===== config.mk =====
export PLATFORM = sky130hd
export DESIGN_NAME = i2s_tx
export DESIGN_NICKNAME = d
export VERILOG_FILES = /design/src/rtl/i2s_tx_pkg.sv /design/src/rtl/i2s_tx_ctrl.sv /design/src/rtl/i2s_tx_datapath.sv /design/src/rtl/i2s_tx.sv
export SDC_FILE = /design/constraint.sdc
export NUM_CORES = 1
export LEC_CHECK = 0
export BUFFER_PORTS_ARGS = -buffer_cell sky130_fd_sc_hd__buf_2
export CAP_MARGIN = 40
export CORE_ASPECT_RATIO = 1.5
export CORE_UTILIZATION = 60
export CTS_BUF_LIST = sky130_fd_sc_hd__clkbuf_4 sky130_fd_sc_hd__clkbuf_8
export CTS_CLUSTER_SIZE = 25
export DETAILED_ROUTE_END_ITERATION = 8
export PLACE_DENSITY = 0.87
export REMOVE_ABC_BUFFERS = 1
export SYNTH_ARGS = -nofsm -noshare
export SYNTH_HDL_FRONTEND = slang
export SYNTH_SLANG_ARGS = --single-unit

===== constraint.sdc =====
create_clock -name clk -period 2.2 [get_ports clk]
set_clock_uncertainty 0.15 [all_clocks]
set_input_delay 0.44 -clock clk [delete_from_list [all_inputs] [get_ports clk]]
set_output_delay 0.44 -clock clk [all_outputs]
set_load 0.005 [all_outputs]

===== src/rtl/i2s_tx_pkg.sv =====
package i2s_tx_pkg;

  typedef enum logic [1:0] {
    FMT_D16_S16 = 2'd0,
    FMT_D16_S32 = 2'd1,
    FMT_D24_S32 = 2'd2,
    FMT_D32_S32 = 2'd3
  } fmt_e;

  typedef struct packed {
    logic load;   // start of a new slot: move buffer into shifter
    logic shift;  // next bit of the current slot
    logic idle;   // interface disabled: clear everything
  } strobe_t;

endpackage


===== src/rtl/i2s_tx_ctrl.sv =====
module i2s_tx_ctrl
  import i2s_tx_pkg::*;
#(
  parameter int DATA_W = 16
) (
  input  logic    clk,
  input  logic    rstN,
  input  logic    enable,
  input  fmt_e    fmtIn,
  input  logic    bitTick,
  output fmt_e    cfgFmt,
  output strobe_t st,
  output logic    sck,
  output logic    ws,
  output logic    chanSide
);

  localparam int SLOT_W = 2 * DATA_W;
  localparam int CNT_W  = $clog2(SLOT_W);

  logic [CNT_W-1:0] bitCnt;
  logic [CNT_W-1:0] lastIdx;
  logic [CNT_W-1:0] nearLast;
  logic             started;
  logic             fallNow;

  assign lastIdx  = (cfgFmt == FMT_D16_S16) ? CNT_W'(DATA_W - 1) : CNT_W'(SLOT_W - 1);
  assign nearLast = lastIdx - CNT_W'(1);
  assign fallNow  = enable && bitTick && sck;

  always_comb begin
    st.idle  = !enable;
    st.load  = fallNow && (!started || (bitCnt == lastIdx));
    st.shift = fallNow && !st.load;
  end

  // format is only captured while the interface is stopped
  always_ff @(posedge clk or negedge rstN) begin
    if (!rstN)        cfgFmt <= FMT_D16_S16;
    else if (!enable) cfgFmt <= fmtIn;
  end

  always_ff @(posedge clk or negedge rstN) begin
    if (!rstN) begin
      sck      <= 1'b1;
      ws       <= 1'b0;
      bitCnt   <= '0;
      started  <= 1'b0;
      chanSide <= 1'b0;
    end else if (!enable) begin
      sck      <= 1'b1;
      ws       <= 1'b0;
      bitCnt   <= '0;
      started  <= 1'b0;
      chanSide <= 1'b0;
    end else if (bitTick) begin
      sck <= ~sck;
      if (st.load) begin
        bitCnt   <= '0;
        started  <= 1'b1;
        chanSide <= ~chanSide;
      end else if (st.shift) begin
        bitCnt <= bitCnt + CNT_W'(1);
        // word select leads the next slot's MSB by one bit
        if (bitCnt == nearLast) ws <= ~ws;
      end
    end
  end

endmodule


===== src/rtl/i2s_tx_datapath.sv =====
module i2s_tx_datapath
  import i2s_tx_pkg::*;
#(
  parameter int DATA_W = 16
) (
  input  logic              clk,
  input  logic              rstN,
  input  strobe_t           st,
  input  fmt_e              cfgFmt,
  input  logic [DATA_W-1:0] wrData,
  input  logic              wrValid,
  output logic              wrReady,
  output logic              sd,
  output logic              underrun
);

  localparam int SLOT_W = 2 * DATA_W;
  localparam int HALF_W = DATA_W / 2;

  logic [SLOT_W-1:0] holdBuf;
  logic [SLOT_W-1:0] shiftReg;
  logic [1:0]        wordCnt;
  logic [1:0]        wordsNeeded;
  logic              wrFire;
  logic              sampleFull;
  logic [DATA_W-1:0] lowHalf;

  assign wordsNeeded = (cfgFmt == FMT_D16_S16 || cfgFmt == FMT_D16_S32) ? 2'd1 : 2'd2;
  assign sampleFull  = (wordCnt == wordsNeeded);
  assign wrReady     = !st.idle && (wordCnt < wordsNeeded);
  assign wrFire      = wrValid && wrReady;
  assign sd          = shiftReg[SLOT_W-1];

  generate
    if (DATA_W >= 2) begin : g_pad
      assign lowHalf = (cfgFmt == FMT_D24_S32)
                     ? {wrData[DATA_W-1 -: HALF_W], {(DATA_W - HALF_W){1'b0}}}
                     : wrData;
    end else begin : g_nopad
      assign lowHalf = wrData;
    end
  endgenerate

  always_ff @(posedge clk or negedge rstN) begin
    if (!rstN) begin
      holdBuf  <= '0;
      shiftReg <= '0;
      wordCnt  <= '0;
      underrun <= 1'b0;
    end else if (st.idle) begin
      holdBuf  <= '0;
      shiftReg <= '0;
      wordCnt  <= '0;
      underrun <= 1'b0;
    end else if (st.load) begin
      shiftReg <= sampleFull ? holdBuf : '0;
      if (!sampleFull) underrun <= 1'b1;
      wordCnt  <= wrFire ? 2'd1 : 2'd0;
      holdBuf  <= wrFire ? {wrData, {DATA_W{1'b0}}} : '0;
    end else begin
      if (st.shift) shiftReg <= {shiftReg[SLOT_W-2:0], 1'b0};
      if (wrFire) begin
        if (wordCnt == 2'd0) holdBuf <= {wrData, {DATA_W{1'b0}}};
        else                 holdBuf[DATA_W-1:0] <= lowHalf;
        wordCnt <= wordCnt + 2'd1;
      end
    end
  end

endmodule


===== src/rtl/i2s_tx.sv =====
module i2s_tx
  import i2s_tx_pkg::*;
#(
  parameter int DATA_W = 16
) (
  input  logic              clk,
  input  logic              rstN,
  input  logic              enable,
  input  logic [1:0]        fmt,
  input  logic              bitTick,
  input  logic [DATA_W-1:0] wrData,
  input  logic              wrValid,
  output logic              wrReady,
  output logic              sck,
  output logic              ws,
  output logic              sd,
  output logic              chanSide,
  output logic              underrun
);

  strobe_t st;
  fmt_e    cfgFmt;

  i2s_tx_ctrl #(.DATA_W(DATA_W)) u_ctrl (
    .clk      (clk),
    .rstN     (rstN),
    .enable   (enable),
    .fmtIn    (fmt_e'(fmt)),
    .bitTick  (bitTick),
    .cfgFmt   (cfgFmt),
    .st       (st),
    .sck      (sck),
    .ws       (ws),
    .chanSide (chanSide)
  );

  i2s_tx_datapath #(.DATA_W(DATA_W)) u_dp (
    .clk      (clk),
    .rstN     (rstN),
    .st       (st),
    .cfgFmt   (cfgFmt),
    .wrData   (wrData),
    .wrValid  (wrValid),
    .wrReady  (wrReady),
    .sd       (sd),
    .underrun (underrun)
  );

endmodule


# Word-level counts from Yosys, hierarchy flattened
# Index checks and enable logic that the tools add are counted.
# totals
out_inout_bits,6
regBits,78
elab_cells,86
# classes
n_eq_ne,14
magnitude_cmp,1
n_bitwise,3
mux,37
reduce_logical,17
add_sub_neg,3
# op_table
operator,n
32-bit 2-to-1 mux,8
16-bit 2-to-1 mux,2
5-bit 2-to-1 mux,5
1-bit 2-to-1 mux,17
5-bit == test,2
"3-bit by 1-bit != test with 1-bit output, second input constant",3
2-bit 2-to-1 mux,4
8-bit 2-to-1 mux,1
"2-bit by 1-bit != test with 1-bit output, second input constant",4
2-bit AND reduction,4
1-bit logical AND,6
"5-bit by 1-bit adder with 5-bit output, second input constant",1
"5-bit by 1-bit subtractor with 5-bit output, second input constant",1
2-bit zero test,2
"2-bit != test, second input constant",2
4-bit AND reduction,1
1-bit inverter,3
"2-bit by 1-bit adder with 2-bit output, second input constant",1
"2-bit by 1-bit == test with 1-bit output, second input constant",1
2-bit == test,1
"2-bit == test, second input constant",1
1-bit zero test,2
1-bit logical OR,2
2-bit < comparator,1

# Longest topological paths before layout
# logic_depth
word_depth,11
mapped_depth,8
ltp_nobuf,6

# Modules after synthesis
# Synthesis repeated with hierarchy kept, for this count alone.
# unflattened
hier_cells,340
area_unflattened_um2,3821.2
# modules_own_cells
module,seq_area_each_um2,area_each_um2,n_inst,cells_per_inst
i2s_tx_datapath,1676.6,3225.6,1,278
i2s_tx_ctrl,276.5,595.6,1,62

# Worst setup path before layout
# OpenSTA, ideal clock, no wires.
# synth_timing
kind,reg2reg
startpoint,reg u_ctrl.cfgFmt[1]
endpoint,reg u_dp.holdBuf[21]
setup_time_ns,0.129
arrival_time_ns,1.645
period_less_slack_ns,1.924
path_slack_ns,0.276
path_buffers,1
stages_incl_launch_ff,8
cell_sequence,dfrtp_1 inv_1 ha_1 nand2b_1 nand3_2 o211ai_2 buf_2 o22ai_1
# synth_between
elab_chain_cells,9
word_cells_on_any_way,17
# synth_lines
item,line,text
from (decl),i2s_tx_ctrl.sv:11,"output fmt_e cfgFmt,"
from (signal assigned),i2s_tx_ctrl.sv:40,else if (!enable) cfgFmt <= fmtIn;
2-bit by 1-bit == test with 1-bit output / 2-bit zero test (equally long branches),"i2s_tx_datapath.sv:28, i2s_tx_ctrl.sv:27",
1-bit logical OR,i2s_tx_datapath.sv:28,assign wordsNeeded = (cfgFmt == FMT_D16_S16 || cfgFmt == FMT_D16_S32) ? 2'd1 : 2'd2;
2-bit 2-to-1 mux,i2s_tx_datapath.sv:28,
2-bit < comparator,i2s_tx_datapath.sv:30,assign wrReady = !st.idle && (wordCnt < wordsNeeded);
1-bit logical AND,i2s_tx_datapath.sv:30,
1-bit logical AND,i2s_tx_datapath.sv:31,assign wrFire = wrValid && wrReady;
32-bit 2-to-1 mux,i2s_tx_datapath.sv:59,"holdBuf <= wrFire ? {wrData, {DATA_W{1'b0}}} : '0;"
32-bit 2-to-1 mux,i2s_tx_datapath.sv:55,end else if (st.load) begin
32-bit 2-to-1 mux,i2s_tx_datapath.sv:50,end else if (st.idle) begin
to (signal assigned),i2s_tx_datapath.sv:59,
to (signal assigned),i2s_tx_datapath.sv:63,"if (wordCnt == 2'd0) holdBuf <= {wrData, {DATA_W{1'b0}}};"
"to (signal, indexed assignment)",i2s_tx_datapath.sv:64,else holdBuf[DATA_W-1:0] <= lowHalf;
to (decl),i2s_tx_datapath.sv:20,logic [SLOT_W-1:0] holdBuf;
# Parallel ways exist; a longest one is shown, timed or not.
# A chain may end at the register's enable or synchronous reset.

# Final worst setup path
# layout_timing
startpoint,reg u_ctrl.cfgFmt[1]
endpoint,reg u_dp.holdBuf[15]
# layout_between
elab_chain_cells,7
word_cells_on_any_way,14
# layout_lines
item,line
2-bit by 1-bit == test with 1-bit output / 2-bit zero test (equally long branches),"i2s_tx_datapath.sv:28, i2s_tx_ctrl.sv:27"
1-bit logical OR / 5-bit 2-to-1 mux (equally long branches),"i2s_tx_datapath.sv:28, i2s_tx_ctrl.sv:27"
2-bit 2-to-1 mux / 5-bit == test (equally long branches),"i2s_tx_datapath.sv:28, i2s_tx_ctrl.sv:33"
2-bit < comparator / 1-bit logical OR (equally long branches),"i2s_tx_datapath.sv:30, i2s_tx_ctrl.sv:33"
1-bit logical AND (on tied branches),"i2s_tx_datapath.sv:30, i2s_tx_ctrl.sv:33"
1-bit logical AND / 32-bit 2-to-1 mux (equally long branches),"i2s_tx_datapath.sv:31, i2s_tx_datapath.sv:55"
3-bit by 1-bit != test with 1-bit output (no line) / 32-bit 2-to-1 mux (equally long branches),n/a
# Parallel ways exist; a longest one is shown, timed or not.

==> results.json <==
{
  "outcome": "complete, no violations",
  "r2r_end": "u_dp.holdBuf[15]$_DFFE_PN0P_",
  "cts_made_buffers": 9,
  "ant_nets": 0,
  "cp_slowest_cell": "o211ai_1",
  "cp_common_cell": "buf_4",
  "layout_commonest_cell": "dfrtp_1",
  "tritoncts": "built",
  "setup_ws_ps": 99.3,
  "cpPeakStageDelay_ps": 400,
  "drv_slew": 0,
  "htreeDepth": 3,
  "antenna_found_initial": 0,
  "p_comb_share_pct": 10.1,
  "synth-seq-area-share_pct": 55.2,
  "initial_core_util_pct": 63.5,
  "crit_path_start": "u_ctrl.cfgFmt[1]$_DFFE_PN0N_",
  "vias_per_cell": 6.08,
  "p_leak_nw": 1.94,
  "routedWlPerCell_um": 18.3,
  "synthMuxAreaShare_pct": 0.919,
  "die_w_um": 64.7,
  "die_area_sq_um": 6210,
  "top_level_ports": 29,
  "most-common-layout-cells": "dfrtp_1 (77), inv_1 (39), and2_1 (32), a221o_1 (29), buf_2 (27)",
  "finalHoldViolations": 0,
  "synth_fa_ha_area_share_pct": 1.77,
  "power.internal_mw": 2.38,
  "routed-via-count": 2669,
  "hpwl_um": 5160,
  "r2r.worst_path.cells": 6,
  "setup_viol_count_final": 0,
  "ys_ff_latch": 78,
  "rows": 33,
  "hold_path_depth": 2,
  "netlist_area_sq_um": 3540,
  "period_needed_ps": 2100,
  "tightest_slew_ps": 501,
  "layout.nets": 393,
  "crit_arrival_ps": 2220,
  "grt_pass1_vias": 2784,
  "cp_max_fo": 17,
  "synth_top_family_by_area": "compound AO/OA/AOI/OAI gates",
  "rsz0062_at_grt": "false",
  "critical_path_class": "flip-flop to flip-flop",
  "synth_area_per_cell_sq_um": 10.7,
  "crit_required_ps": 2320,
  "post-route-period-util_pct": 95.5,
  "drtIter0Drc": 194,
  "r2r_setup_slack_ps": 100,
  "grt_usage_pct": 29.1,
  "synthFlopType": "dfrtp_1",
  "r2r-start": "u_ctrl.cfgFmt[1]$_DFFE_PN0N_",
  "synthSimpleGateAreaFrac_pct": 14.5,
  "clk_root_buffer_cell": "clkbuf_8",
  "synth_compound_area_share_pct": 19.9,
  "ys.warnings.count": 0,
  "overflow": 0,
  "async_flop_share_pct": 100,
  "ir_worst_vdd_uv": 682,
  "synth_xor_area_share_pct": 0.743,
  "power.share.switching_pct": 23.8,
  "synth-edff-count": 0,
  "endpoint": "u_dp.holdBuf[15]$_DFFE_PN0P_",
  "clkPwrFrac_pct": 41.4,
  "clkLatencyLatePin_ps": 350,
  "p_seq_share_pct": 48.5,
  "netlist_instances": 331,
  "slew_headroom_pct": 66.4,
  "drc": 0,
  "power-per-cell-area_nw_per_um2": 770,
  "die_y_um": 96.1,
  "yosysUniqueCellTypes": 43,
  "cts_sinks": 78,
  "routed_wl_um": 8040,
  "start_kind": "flip-flop",
  "portBuffers": 28,
  "cp_cell_sequence": "buf_4 -> o21a_2 -> o211ai_1 -> nand2_1 -> buf_4 -> a21oi_1",
  "drt_first_pass_iters": 5,
  "syn2layout_area_growth_pct": 14.6,
  "cap_violations": 0,
  "clockBufferDepth": 2,
  "fillers": 401,
  "core_region_area_sq_um": 5570,
  "dpl_worst_slack_ps": -7.33,
  "fmax_mhz": 476,
  "endpoint_kind": "flip-flop",
  "clk_pin_slew_worst_paths_ps": 70,
  "holdWs_ps": 168,
  "power_switching_mw": 0.744,
  "grt_max_degree": 43,
  "worstHoldPathType": "input pin to flip-flop",
  "place_congestion": 0.824,
  "antenna_cells": 0,
  "grt_pass1_wl_um": 13200,
  "drive_gt1_share_pct": 17.9
}
## sequential cells by signal, summed over array words and instances, names as in the netlist
register         flops
u_ctrl.bitCnt        5
u_dp.shiftReg       32
u_ctrl.ws            1
u_dp.underrun        1
u_dp.holdBuf        32
u_ctrl.sck           1
u_ctrl.cfgFmt        2
u_ctrl.started       1
u_ctrl.chanSide      1
u_dp.wordCnt         2
## cell families after synthesis
logic type | after synthesis
buffers and inverters | 57
adders and majority gates | 5
and+or+nand+nor | 96
muxes | 3
AOI/OAI and AO/OA | 89
DFF | 78
xor gates and xnor gates | 3
## how the worst min path moves through the flow
stage,start,to
after global routing,fmt[0],u_ctrl.cfgFmt[0]$_DFFE_PN0N_
after global placement,rstN,u_dp.underrun$_DFFE_PN0P_
after CTS,fmt[0],u_ctrl.cfgFmt[0]$_DFFE_PN0N_
final,fmt[0],u_ctrl.cfgFmt[0]$_DFFE_PN0N_
after floorplan,rstN,u_ctrl.bitCnt[0]$_DFFE_PN0P_
after detailed placement,rstN,u_dp.underrun$_DFFE_PN0P_
## synth_stat cells (2+ instances only)
| master | number | area (sq um) |
|---|---|---|
| dfrtp_1 | 77 | 1930 |
| o2bb2ai_1 | 2 | 17.5 |
| nand2_1 | 26 | 97.6 |
| nand2b_1 | 3 | 18.8 |
| and2_1 | 32 | 200 |
| mux2_2 | 2 | 22.5 |
| inv_1 | 39 | 146 |
| a41oi_1 | 2 | 17.5 |
| o21ai_0 | 4 | 20.0 |
| ha_1 | 5 | 62.6 |
| a21oi_1 | 20 | 100 |
| a31oi_1 | 2 | 12.5 |
| xnor2_1 | 3 | 26.3 |
| buf_2 | 7 | 35.0 |
| nand3_1 | 19 | 95.1 |
| and3_1 | 2 | 12.5 |
| buf_6 | 3 | 33.8 |
| o211ai_1 | 2 | 15.0 |
| clkbuf_1 | 8 | 30.0 |
| a221o_1 | 29 | 290 |
| o22ai_1 | 16 | 100 |
| nor2_1 | 7 | 26.3 |
## stage by stage
step                      utilization, %  total power, mW  TNS [ps]  std cells  cell area [sq um]
after detailed placement            67.8             1.84     -9.66        422               3780
after CTS                           72.6             3.13         0        439               4050
after global placement              67.8             1.82         0        422               3780
after floorplan                        -             1.69     -6260        313               3440
final                               72.7             3.12         0        439               4060
after global routing                72.7             3.24         0        439               4060
## routing by layer
layer  GRT usage (%)  wire length (um)
met5               0                 0
met4            14.3               173
met1            35.4              3230
met2            50.3              4240
met3            4.50               402
## critical path: cells and delay by family (launching register included)
family	cells	cell delay, ps
simple gates	1	250
compound gates	3	810
buf+inv	2	410
flops	1	390
## power by group through the flow
stage	clock (mW)	combinational, mW	sequential (mW)
global route	1.37	0.349	1.52
finish	1.29	0.315	1.51
detailed placement	0	0.296	1.54
global placement	0	0.284	1.54
CTS	1.31	0.311	1.51
floorplan	0	0.154	1.53
## cell type report
type | count | area [sq um] | share of cell area [%]
well taps | 70 | 87.6 | 2.16
inverters | 39 | 146 | 3.61
repair buffers | 41 | 268 | 6.60
clock buffers | 11 | 145 | 3.58
clock inverters | 4 | 95.1 | 2.34
flip-flops and latches | 78 | 1950 | 48.2
multi-input cells | 196 | 1360 | 33.5
## what timing repair did
action	4_1_cts	5_1_grt
gates resized for setup	1	1
hold buffers	1	0
endpoints found under the setup margin	9	1
buffers inserted	1	0
hold endpoints to repair	41	0
pin swaps	0	0
cloned	0	0
Power figures use the tool's default switching activity.
